`src/rtl/rxs_pkg.sv`:
```
package rxs_pkg;
    localparam int SMP_W    = 22;
    localparam int OUT_W    = 16;
    localparam int AUX_W    = 9;
    localparam int GAIN_W   = 2;
    localparam int PWR_W    = 8;
    localparam int PWR_FS   = 200;
    localparam int STEP_CNT = 12;
    localparam int HYST_CNT = 1;
    localparam int LANES    = 2;
    localparam int WORD_W   = SMP_W + 1 + AUX_W;

    typedef enum logic [1:0] {
        AUX_ZERO  = 2'd0,
        AUX_GAIN  = 2'd1,
        AUX_INDEX = 2'd2,
        AUX_RSVD  = 2'd3
    } aux_sel_e;

    typedef enum logic {
        FMT_ROUND16 = 1'b0,
        FMT_FULL    = 1'b1
    } fmt_e;

    typedef struct packed {
        logic [GAIN_W-1:0] code;
        logic              changed;
    } gain_dec_t;

    typedef struct packed {
        logic [WORD_W-1:0] i;
        logic [WORD_W-1:0] q;
    } iq_word_t;

    function automatic logic [AUX_W-1:0] aux_pick(aux_sel_e sel,
                                                 logic [GAIN_W-1:0] code,
                                                 logic [AUX_W-1:0] idx);
        logic [AUX_W-1:0] r;
        case (sel)
            AUX_GAIN:  r = AUX_W'(code);
            AUX_INDEX: r = idx;
            default:   r = '0;
        endcase
        return r;
    endfunction
endpackage

```
`src/rtl/rxs_gain_sel.sv`:
```
module rxs_gain_sel
    import rxs_pkg::*;
#(
    parameter int FS   = PWR_FS,
    parameter int STEP = STEP_CNT,
    parameter int HYST = HYST_CNT
) (
    input  logic              clk,
    input  logic              rst,
    input  logic              in_valid,
    input  logic              narrowband,
    input  logic              ext_ctrl,
    input  logic [GAIN_W-1:0] ext_code,
    input  logic [PWR_W-1:0]  power,
    output gain_dec_t         dec,
    output logic [GAIN_W-1:0] held
);
    localparam int              MAX_CODE = (1 << GAIN_W) - 1;
    localparam logic [PWR_W-1:0] FS_L    = PWR_W'(FS);

    logic [PWR_W-1:0]  headroom;
    logic [GAIN_W-1:0] code_down;
    logic [GAIN_W-1:0] code_up;
    logic [GAIN_W-1:0] pick;

    always_comb begin
        headroom = (power >= FS_L) ? '0 : FS_L - power;
    end

    always_comb begin
        code_down = '0;
        code_up   = '0;
        for (int k = 1; k <= MAX_CODE; k++) begin
            if (int'(headroom) >= k * STEP)        code_down = GAIN_W'(k);
            if (int'(headroom) >= k * STEP + HYST) code_up   = GAIN_W'(k);
        end
    end

    always_comb begin
        if (!narrowband)           pick = '0;
        else if (ext_ctrl)         pick = ext_code;
        else if (code_down < held) pick = code_down;
        else if (code_up > held)   pick = code_up;
        else                       pick = held;
        dec.code    = pick;
        dec.changed = (pick != held);
    end

    always_ff @(posedge clk) begin
        if (rst)           held <= '0;
        else if (in_valid) held <= pick;
    end
endmodule

```
`src/rtl/rxs_lane_round.sv`:
```
module rxs_lane_round
    import rxs_pkg::*;
(
    input  logic signed [SMP_W-1:0] smp,
    input  logic [GAIN_W-1:0]       code,
    output logic [WORD_W-1:0]       word
);
    localparam int SH_W  = SMP_W + (1 << GAIN_W) - 1;
    localparam int MAG_W = SH_W + 1;
    localparam int DROP  = SMP_W - OUT_W;
    localparam int Q_W   = MAG_W - DROP;
    localparam logic [Q_W-1:0]   POS_MAX = Q_W'((1 << (OUT_W - 1)) - 1);
    localparam logic [MAG_W-1:0] HALF    = MAG_W'(1 << (DROP - 1));

    logic signed [SH_W-1:0]  shifted;
    logic signed [MAG_W-1:0] wide;
    logic                    neg;
    logic [MAG_W-1:0]        mag;
    logic [MAG_W-1:0]        rnd;
    logic [Q_W-1:0]          quo;
    logic [OUT_W-1:0]        lim;
    logic [OUT_W-1:0]        res;

    always_comb begin
        shifted = SH_W'(smp) <<< code;
        wide    = MAG_W'(shifted);
        neg     = shifted[SH_W-1];
        mag     = neg ? MAG_W'(-wide) : MAG_W'(wide);
        rnd     = mag + HALF;
        quo     = rnd[MAG_W-1:DROP];
        lim     = (quo > POS_MAX) ? POS_MAX[OUT_W-1:0] : quo[OUT_W-1:0];
        res     = neg ? (~lim + 1'b1) : lim;
        word    = {{(WORD_W - OUT_W){res[OUT_W-1]}}, res};
    end
endmodule

```
`src/rtl/rxs_lane_fmt.sv`:
```
module rxs_lane_fmt
    import rxs_pkg::*;
(
    input  logic [SMP_W-1:0]  smp,
    input  logic [GAIN_W-1:0] code,
    input  fmt_e              fmt,
    input  logic              flag,
    input  logic [AUX_W-1:0]  aux,
    output logic [WORD_W-1:0] word
);
    logic [WORD_W-1:0] rounded;

    rxs_lane_round u_round (
        .smp  (smp),
        .code (code),
        .word (rounded)
    );

    always_comb begin
        word = (fmt == FMT_FULL) ? {smp, flag, aux} : rounded;
    end
endmodule

```
`src/rtl/rx_iface_slicer.sv`:
```
module rx_iface_slicer
    import rxs_pkg::*;
#(
    parameter int FS   = PWR_FS,
    parameter int STEP = STEP_CNT,
    parameter int HYST = HYST_CNT
) (
    input  logic              clk,
    input  logic              rst,
    input  logic              in_valid,
    input  logic [SMP_W-1:0]  in_i,
    input  logic [SMP_W-1:0]  in_q,
    input  logic [PWR_W-1:0]  power,
    input  logic              narrowband,
    input  logic              ext_ctrl,
    input  logic [GAIN_W-1:0] ext_code,
    input  logic              fmt_full,
    input  logic [1:0]        aux_sel,
    input  logic [AUX_W-1:0]  ext_index,
    input  logic              agc_changed,
    output logic              out_valid,
    output logic [WORD_W-1:0] out_i,
    output logic [WORD_W-1:0] out_q,
    output logic [GAIN_W-1:0] cur_gain
);
    gain_dec_t        dec;
    logic             flag;
    logic [AUX_W-1:0] aux;
    logic [SMP_W-1:0] lane_smp  [LANES];
    logic [WORD_W-1:0] lane_word [LANES];
    iq_word_t         nxt;
    iq_word_t         held_q;

    rxs_gain_sel #(
        .FS   (FS),
        .STEP (STEP),
        .HYST (HYST)
    ) u_gain (
        .clk        (clk),
        .rst        (rst),
        .in_valid   (in_valid),
        .narrowband (narrowband),
        .ext_ctrl   (ext_ctrl),
        .ext_code   (ext_code),
        .power      (power),
        .dec        (dec),
        .held       (cur_gain)
    );

    always_comb begin
        flag        = dec.changed | agc_changed;
        aux         = aux_pick(aux_sel_e'(aux_sel), dec.code, ext_index);
        lane_smp[0] = in_i;
        lane_smp[1] = in_q;
    end

    for (genvar l = 0; l < LANES; l++) begin : g_lane
        rxs_lane_fmt u_fmt (
            .smp  (lane_smp[l]),
            .code (dec.code),
            .fmt  (fmt_e'(fmt_full)),
            .flag (flag),
            .aux  (aux),
            .word (lane_word[l])
        );
    end

    always_comb begin
        nxt.i = lane_word[0];
        nxt.q = lane_word[1];
    end

    always_ff @(posedge clk) begin
        if (rst) begin
            out_valid <= 1'b0;
            held_q    <= '0;
        end else begin
            out_valid <= in_valid;
            if (in_valid) held_q <= nxt;
        end
    end

    assign out_i = held_q.i;
    assign out_q = held_q.q;
endmodule

```
`config.mk`:
```
export PLATFORM = sky130hd
export DESIGN_NAME = rx_iface_slicer
export DESIGN_NICKNAME = d
export VERILOG_FILES = /design/src/rtl/rxs_pkg.sv /design/src/rtl/rxs_gain_sel.sv /design/src/rtl/rxs_lane_round.sv /design/src/rtl/rxs_lane_fmt.sv /design/src/rtl/rx_iface_slicer.sv
export SDC_FILE = /design/constraint.sdc
export NUM_CORES = 1
export LEC_CHECK = 0
export BUFFER_PORTS_ARGS = -buffer_cell sky130_fd_sc_hd__buf_4
export CORE_AREA = 2 2 134 136
export DETAILED_ROUTE_END_ITERATION = 12
export DIE_AREA = 0 0 136 138
export GPL_TIMING_DRIVEN = 0
export HOLD_SLACK_MARGIN = 0.08
export PLACE_DENSITY = 0.76
export REMOVE_ABC_BUFFERS = 1
export SLEW_MARGIN = 20
export SYNTH_ARGS = -nofsm -noshare
export SYNTH_HDL_FRONTEND = slang
export SYNTH_HIERARCHICAL = 1
export SYNTH_SLANG_ARGS = --single-unit
```
`constraint.sdc`:
```
create_clock -name clk -period 9.99 [get_ports clk]
set_clock_uncertainty 0.1 [all_clocks]
set_input_delay 0.999 -clock clk [delete_from_list [all_inputs] [get_ports clk]]
set_output_delay 0.999 -clock clk [all_outputs]
set_load 0.005 [all_outputs]
```
==> results of run 1 <==
layer usage:
metal  vias up  wire [µm]  track usage, %
met5         -          0               0
met4         0        536           8.279
met3        43       1362           4.254
met2       287      12520           44.91
met1      4320      11300           34.54
li1       4250          -               -
worst max path at each step:
stage	from	to	slack, ps
after floorplan	power[0]	out_i[14]	-980
after global placement	power[0]	out_i[14]	-2830
after detailed placement	power[0]	out_i[14]	-1290
after CTS	power[0]	out_i[14]	30
after global routing	power[0]	out_i[14]	-110
final	power[0]	out_i[14]	380
cell type report:
cell class                 count  area, µm²
tap                          229      286.5
multi-input combinational    926       7340
inverter                      30      115.1
clock buffer                   9      225.2
sequential                    67       1341
clock inverter                 7      60.06
timing repair buffer         155       1212
fill                        1609       6954
power groups by stage:
stage | Combinational, µW | Clock, µW | Sequential [µW]
after CTS | 647 | 325 | 301
final | 665 | 317 | 301
after floorplan | 444 | 0 | 307
after detailed placement | 625 | 0 | 307
after global routing | 728 | 336 | 303
after global placement | 618 | 0 | 306
cell usage in the layout, fill, tap and decap left out, types with 10 or more instances in the layout:
| master | instances |
|---|---|
| buf_4 | 149 |
| nor2_1 | 129 |
| mux2i_1 | 99 |
| nand2_1 | 74 |
| dfxtp_1 | 67 |
| mux2_4 | 60 |
| a21oi_1 | 48 |
| xnor2_1 | 36 |
| o21ai_0 | 32 |
| mux2_2 | 27 |
| nand3_1 | 27 |
| nor3_1 | 25 |
| inv_1 | 24 |
| and2_1 | 18 |
| xor2_1 | 18 |
| o22ai_1 | 15 |
| nor2b_1 | 12 |
| mux4_2 | 12 |
| nand2b_1 | 12 |
| or3_1 | 12 |
| and3_1 | 12 |
| o31ai_1 | 11 |
| a31oi_1 | 11 |
| ha_1 | 10 |
| nor3b_1 | 10 |
| nand4_1 | 10 |
metrics by stage:
step | setup WS [ps] | total power (µW) | setup TNS, ps | cells | hold WS [ps]
floorplan | -977.0 | 750.5 | -6152 | 1018 | 385.0
global placement | -2834 | 924.1 | -121490 | 1385 | 373.6
detailed placement | -1289 | 932.4 | -12060 | 1387 | 382.7
CTS | 29.34 | 1273 | 0 | 1412 | 398.9
global route | -112.9 | 1367 | -112.9 | 1423 | 426.5
finish | 375.1 | 1283 | 0 | 1423 | 392.9
cell families (layout without fill, tap and decap cells):
kind of cell	Yosys count	after routing	share of synthesized area, %
adders and majority gates	11	11	1.469
and+or+nand+nor	411	415	23.28
muxes	201	201	26.70
DFF	67	67	14.32
xor gates and xnor gates	57	57	5.756
AOI/OAI and AO/OA	241	242	19.11
buffers and inverters	127	201	9.375
flip-flops by register name, summed over array words and instances (netlist names):
register	flops
u_gain/held	2
out_q	32
out_valid	1
out_i	32
worst max-delay path, delay by kind of cell:
kind                       cells  cell delay [ps]
and+or+nand+nor               15             3750
buffers and inverters          6              650
xor gates and xnor gates       1              130
AOI/OAI and AO/OA              8             1950
muxes                          4             1300
adders and majority gates      4              940
timing repair:
action                                  CTS  global route
pin swaps                                 2             3
setup buffers                             4            11
hold buffers                              0             0
gates cloned                              5             0
endpoints found under the setup margin   10             9
resized for setup                         7            17
==> out/metrics.csv, run 1 <==
stage,metric,value,unit
synthesis,Cells after Synth,1115,
setup_path,FF-to-FF setup slack,2090,ps
power,internal power,759.7,µW
setup_path,r2r startpoint,u_gain/held[1],
placed_design,GP Congestion,0.9386,
clocking,CTS tree,done,
clocking,CTS buffer count,9,
synthesis,"top cells by count, synth","132 x nor2_1, 100 x mux2i_1, 74 x nand2_1",
finish,Post-layout nets,1272,
synthesis,yosys warns,6,
routing,# DRC,0,
min_path,hold path endpoint,out_i[4],
global_routing,largest net degree at the start of global routing,70,
floorplanning,Die X,136,µm
power,logic gate share of total power,51.8,%
synthesis,leading area contributor after synthesis,dfxtp_1,
routing,Routed WL per cell,18.07,µm
floorplanning,num rows,49,
synthesis,Seq cells post-synth,67,
sta,fmax,0.1040,GHz
routing,first-pass iteration count of the detailed router,5,
sta,Final min period,9615,ps
power,Pwr Density,121.3,nW/µm²
clocking,H-tree Lvls,3,
min_path,worst hold start,out_i[4],
finish,P&R area growth vs syn,12.93,%
finish,Final Util,60.34,%
status,status,"complete, no violations",
routing,drt via density,6.254,
setup_path,"Top cell by count, worst path",ha_1,
floorplanning,Core ar.,17530,µm²
sta,final hold vios,0,
global_routing,initial antenna violation count,0,
sta,final period utilization,96.25,%
setup_path,r2r worst-path depth,32,
sta,worst slew pin tran,984.8,ps
sta,slew margin rel.,33.74,%
setup_path,"Slowest-stage cell, CP",mux4_2,
floorplanning,Die Y,138,µm
finish,share of layout cells above drive strength 1,28.73,%
placed_design,IO buf count,138,
synthesis,"FFs w/ async S/R, synth",0,%
synthesis,"EDFF count, synth",0,
global_routing,vias in the first global route,8075,
min_path,worst hold path type,reg2reg,
synthesis,"top cells by area, synth","dfxtp_1 14%, mux2i_1 11%, mux2_4 9.6%",
global_routing,first-pass GRT wire length,41.08,mm
finish,# diodes,0,
power,Leak,0.004459,µW
clocking,clk_lat worst skew,350,ps
power,switching pwr,523.5,µW
setup_path,CP Launch Type,input pin,
power,Clk network pwr share,24.7,%
setup_path,CP required,10100,ps
global_routing,GRT Total Usage,26.59,%
flow_run,maxcap violations,0,
setup_path,FF-to-FF End,out_i[14],
min_path,hold depth,2,
clocking,clk root buf,clkbuf_16,
setup_path,crit-path max cell delay,570,ps
power,Seq pwr share,23.5,%
routing,Vias,8900,
power,Sw Share,40.80,%
synthesis,Synth cell types,117,
placed_design,DP HPWL,17.53,mm
sta,# setup viols final,0,
synthesis,Mapped Area,9369,µm²
global_routing,GRT overflow,0,
synthesis,"Seq/Total Area, Yosys",14.32,%
floorplanning,initial core utilization,53.43,%
setup_path,CP max FO,10,
synthesis,"Primary FF master, synth",dfxtp_1,
synthesis,synthesized area per cell,8.403,µm²
synthesis,post-synth top area share,14.32,%
placed_design,DP Area,9965,µm²
setup_path,critical path class,in2reg,
clocking,Clock Tree Buf Depth,2,
setup_path,Critical Path Sink Type,flip-flop,
routing,final WL,25.71,mm
routing,DRT iter0 DRCs,642,
finish,cell area after layout,10580,µm²
clocking,clock-pin transition on the worst setup and hold timing paths,60,ps
floorplanning,I/O pin count,139,
routing,Routed Antenna Nets,0,
synthesis,top-count cell post-synth,nor2_1,
sta,"Slew Viols, Final",0,
floorplanning,die area,18770,µm²
clocking,clock tree sinks,67,
power,maximum vdd drop,0.08068,mV
setup_path,arrival time worst endpoint,9730,ps
(Power assumes the default switching activity.)
==> inputs of run 2 (changes only) <==
Settings changed: RECOVER_POWER set to 50.
==> out/metrics.csv, run 2 (synthesized netlist as in run 1, its figures left out) <==
stage,metric,value,unit,change
clocking,Clock Tree Buf Depth,2,,unchanged
routing,Detail Route met3 WL,1.427,mm,was 1.362 mm
placed_design,IO buf count,138,,unchanged
routing,Routed WL per cell,18.06,µm,was 18.07 µm
sta,final period utilization,96.34,%,was 96.25%
clocking,H-tree Lvls,3,,unchanged
setup_path,r2r worst-path depth,32,,unchanged
sta,worst slew pin tran,971.0,ps,was 984.8 ps
floorplanning,I/O pin count,139,,unchanged
floorplanning,Core ar.,17530,µm²,unchanged
routing,DRT iter0 DRCs,634,,was 642
floorplanning,initial core utilization,53.43,%,unchanged
sta,final hold vios,0,,unchanged
min_path,worst hold path type,reg2reg,,unchanged
power,maximum vdd drop,0.08077,mV,was 0.08068 mV
power,Leak,0.004400,µW,was 0.004459 µW
global_routing,initial antenna violation count,0,,unchanged
power,Power Total,1280,µW,was 1283 µW
global_routing,largest net degree at the start of global routing,70,,unchanged
routing,M1 WL,11.22,mm,was 11.30 mm
setup_path,arrival time worst endpoint,9740,ps,was 9730 ps
floorplanning,num rows,49,,unchanged
routing,Routed Antenna Nets,0,,unchanged
setup_path,crit-path max cell delay,570,ps,about the same
routing,first-pass iteration count of the detailed router,5,,unchanged
global_routing,vias in the first global route,8075,,unchanged
setup_path,CP required,10100,ps,about the same
clocking,CTS tree,done,,unchanged
setup_path,"Top cell by count, worst path",ha_1,,unchanged
finish,"commonest non-fill, non-tap cells in the layout","129 x nor2_1, 99 x mux2i_1, 84 x buf_4, 74 x nand2_1, 67 x dfxtp_1",,"was 149 x buf_4, 129 x nor2_1, 99 x mux2i_1, 74 x nand2_1, 67 x dfxtp_1"
finish,cell area after layout,10550,µm²,was 10580 µm²
status,status,"complete, no violations",,unchanged
placed_design,DP HPWL,17.53,mm,unchanged
setup_path,critical path class,in2reg,,unchanged
global_routing,GRT Total Usage,26.59,%,unchanged
clocking,clk root buf,clkbuf_16,,unchanged
sta,# setup viols final,0,,unchanged
global_routing,first-pass GRT wire length,41.08,mm,unchanged
finish,Post-layout nets,1272,,unchanged
clocking,clk_lat worst skew,350,ps,about the same
flow_run,maxcap violations,0,,unchanged
placed_design,GP Congestion,0.9386,,unchanged
sta,"Slew Viols, Final",0,,unchanged
routing,met2 WL,12.51,mm,was 12.52 mm
setup_path,Crit path depth,38,,unchanged
sta,fmax,0.1039,GHz,was 0.1040 GHz
finish,share of layout cells above drive strength 1,28.06,%,was 28.73%
floorplanning,Die X,136,µm,unchanged
setup_path,CP Launch Type,input pin,,unchanged
routing,final WL,25.69,mm,was 25.71 mm
finish,"commonest non-fill, non-tap cell in the layout",nor2_1,,was buf_4
finish,# diodes,0,,unchanged
placed_design,DP Area,9965,µm²,unchanged
clocking,clock tree sinks,67,,unchanged
floorplanning,die area,18770,µm²,unchanged
setup_path,Buf/Inv on CP,6,,unchanged
clocking,CTS buffer count,9,,unchanged
routing,Vias,8851,,was 8900
routing,# DRC,0,,unchanged
floorplanning,Die Y,138,µm,unchanged
clocking,clock-pin transition on the worst setup and hold timing paths,70,ps,was 60 ps
routing,drt via density,6.220,,was 6.254
setup_path,Top delay family on crit path,simple AND/OR/NAND/NOR gates,,unchanged
setup_path,CP max FO,10,,unchanged
finish,P&R area growth vs syn,12.61,%,was 12.93%
setup_path,"Slowest-stage cell, CP",mux4_2,,unchanged
global_routing,GRT overflow,0,,unchanged
sta,Final min period,9624,ps,was 9615 ps
min_path,hold depth,2,,unchanged
power,Pwr Density,121.3,nW/µm²,about the same
setup_path,Critical Path Sink Type,flip-flop,,unchanged
sta,hold slack,390.2,ps,was 392.9 ps
sta,slew margin rel.,34.67,%,was 33.74%
routing,Top Metal Used,met4,,unchanged
[run 2: changes by cell type in the layout (fill, tap and decap cells not counted)]
cell,delta
clkbuf_1,+8
buf_4,-65
clkbuf_4,+57
[run 2: cell type report]
cell class | instances | area [µm²]
clock buffer | 9 | 225.2
clock inverter | 7 | 60.06
fill | 1611 | 6984
inverter | 30 | 115.1
multi-input combinational | 926 | 7340
sequential | 67 | 1341
tap | 229 | 286.5
timing repair buffer | 155 | 1182
[run 2: power breakdown]
group / internal (µW) / switching, µW
registers: 288 / 11.9
logic: 295 / 366
clock network: 173 / 145
total: 756 / 524
[run 2: path summary, 6_finish.rpt]
kind	startpoint	endpoint	slack [ps]
worst max-delay path	power[0]	out_i[14]	370
worst min register to register	out_i[4]	out_i[4]	390
worst max register to register	u_gain/held[1]	out_i[14]	2100
worst min-delay path	out_i[4]	out_i[4]	390
[run 2: timing repair]
action,4_1_cts,5_1_grt
endpoints found under the hold margin,0,0
pin swaps,2,3
hold buffers,0,0
gates resized for setup,7,17
setup endpoints to repair,10,9
gates cloned,5,0
buffers inserted,4,11
[run 2: through the flow]
step | TNS (ps) | util (%) | worst slack, ps | std cells
finish | 0 | 60.17 | 365.5 | 1423
global route | -112.9 | 60.17 | -112.9 | 1423
CTS | 0 | 59.37 | 29.34 | 1412
detailed placement | -12060 | 56.83 | -1289 | 1387
global placement | -121490 | 56.61 | -2834 | 1385
floorplan | -6152 | - | -977.0 | 1018
[run 2: layer usage]
metal | up-vias | global-route usage [%]
met2 | 285 | 44.91
met1 | 4272 | 34.54
met4 | 0 | 8.279
met3 | 47 | 4.254
li1 | 4247 | -
met5 | - | 0
[run 2: worst reg2reg max path: cells and delay by family (launching register included)]
kind / cells / cell delay (ps)
buf+inv: 5 / 510
fa+ha+maj: 3 / 720
mux: 4 / 1300
flops: 1 / 400
xor+xnor: 1 / 130
simple gates: 13 / 3120
compound gates: 6 / 1460
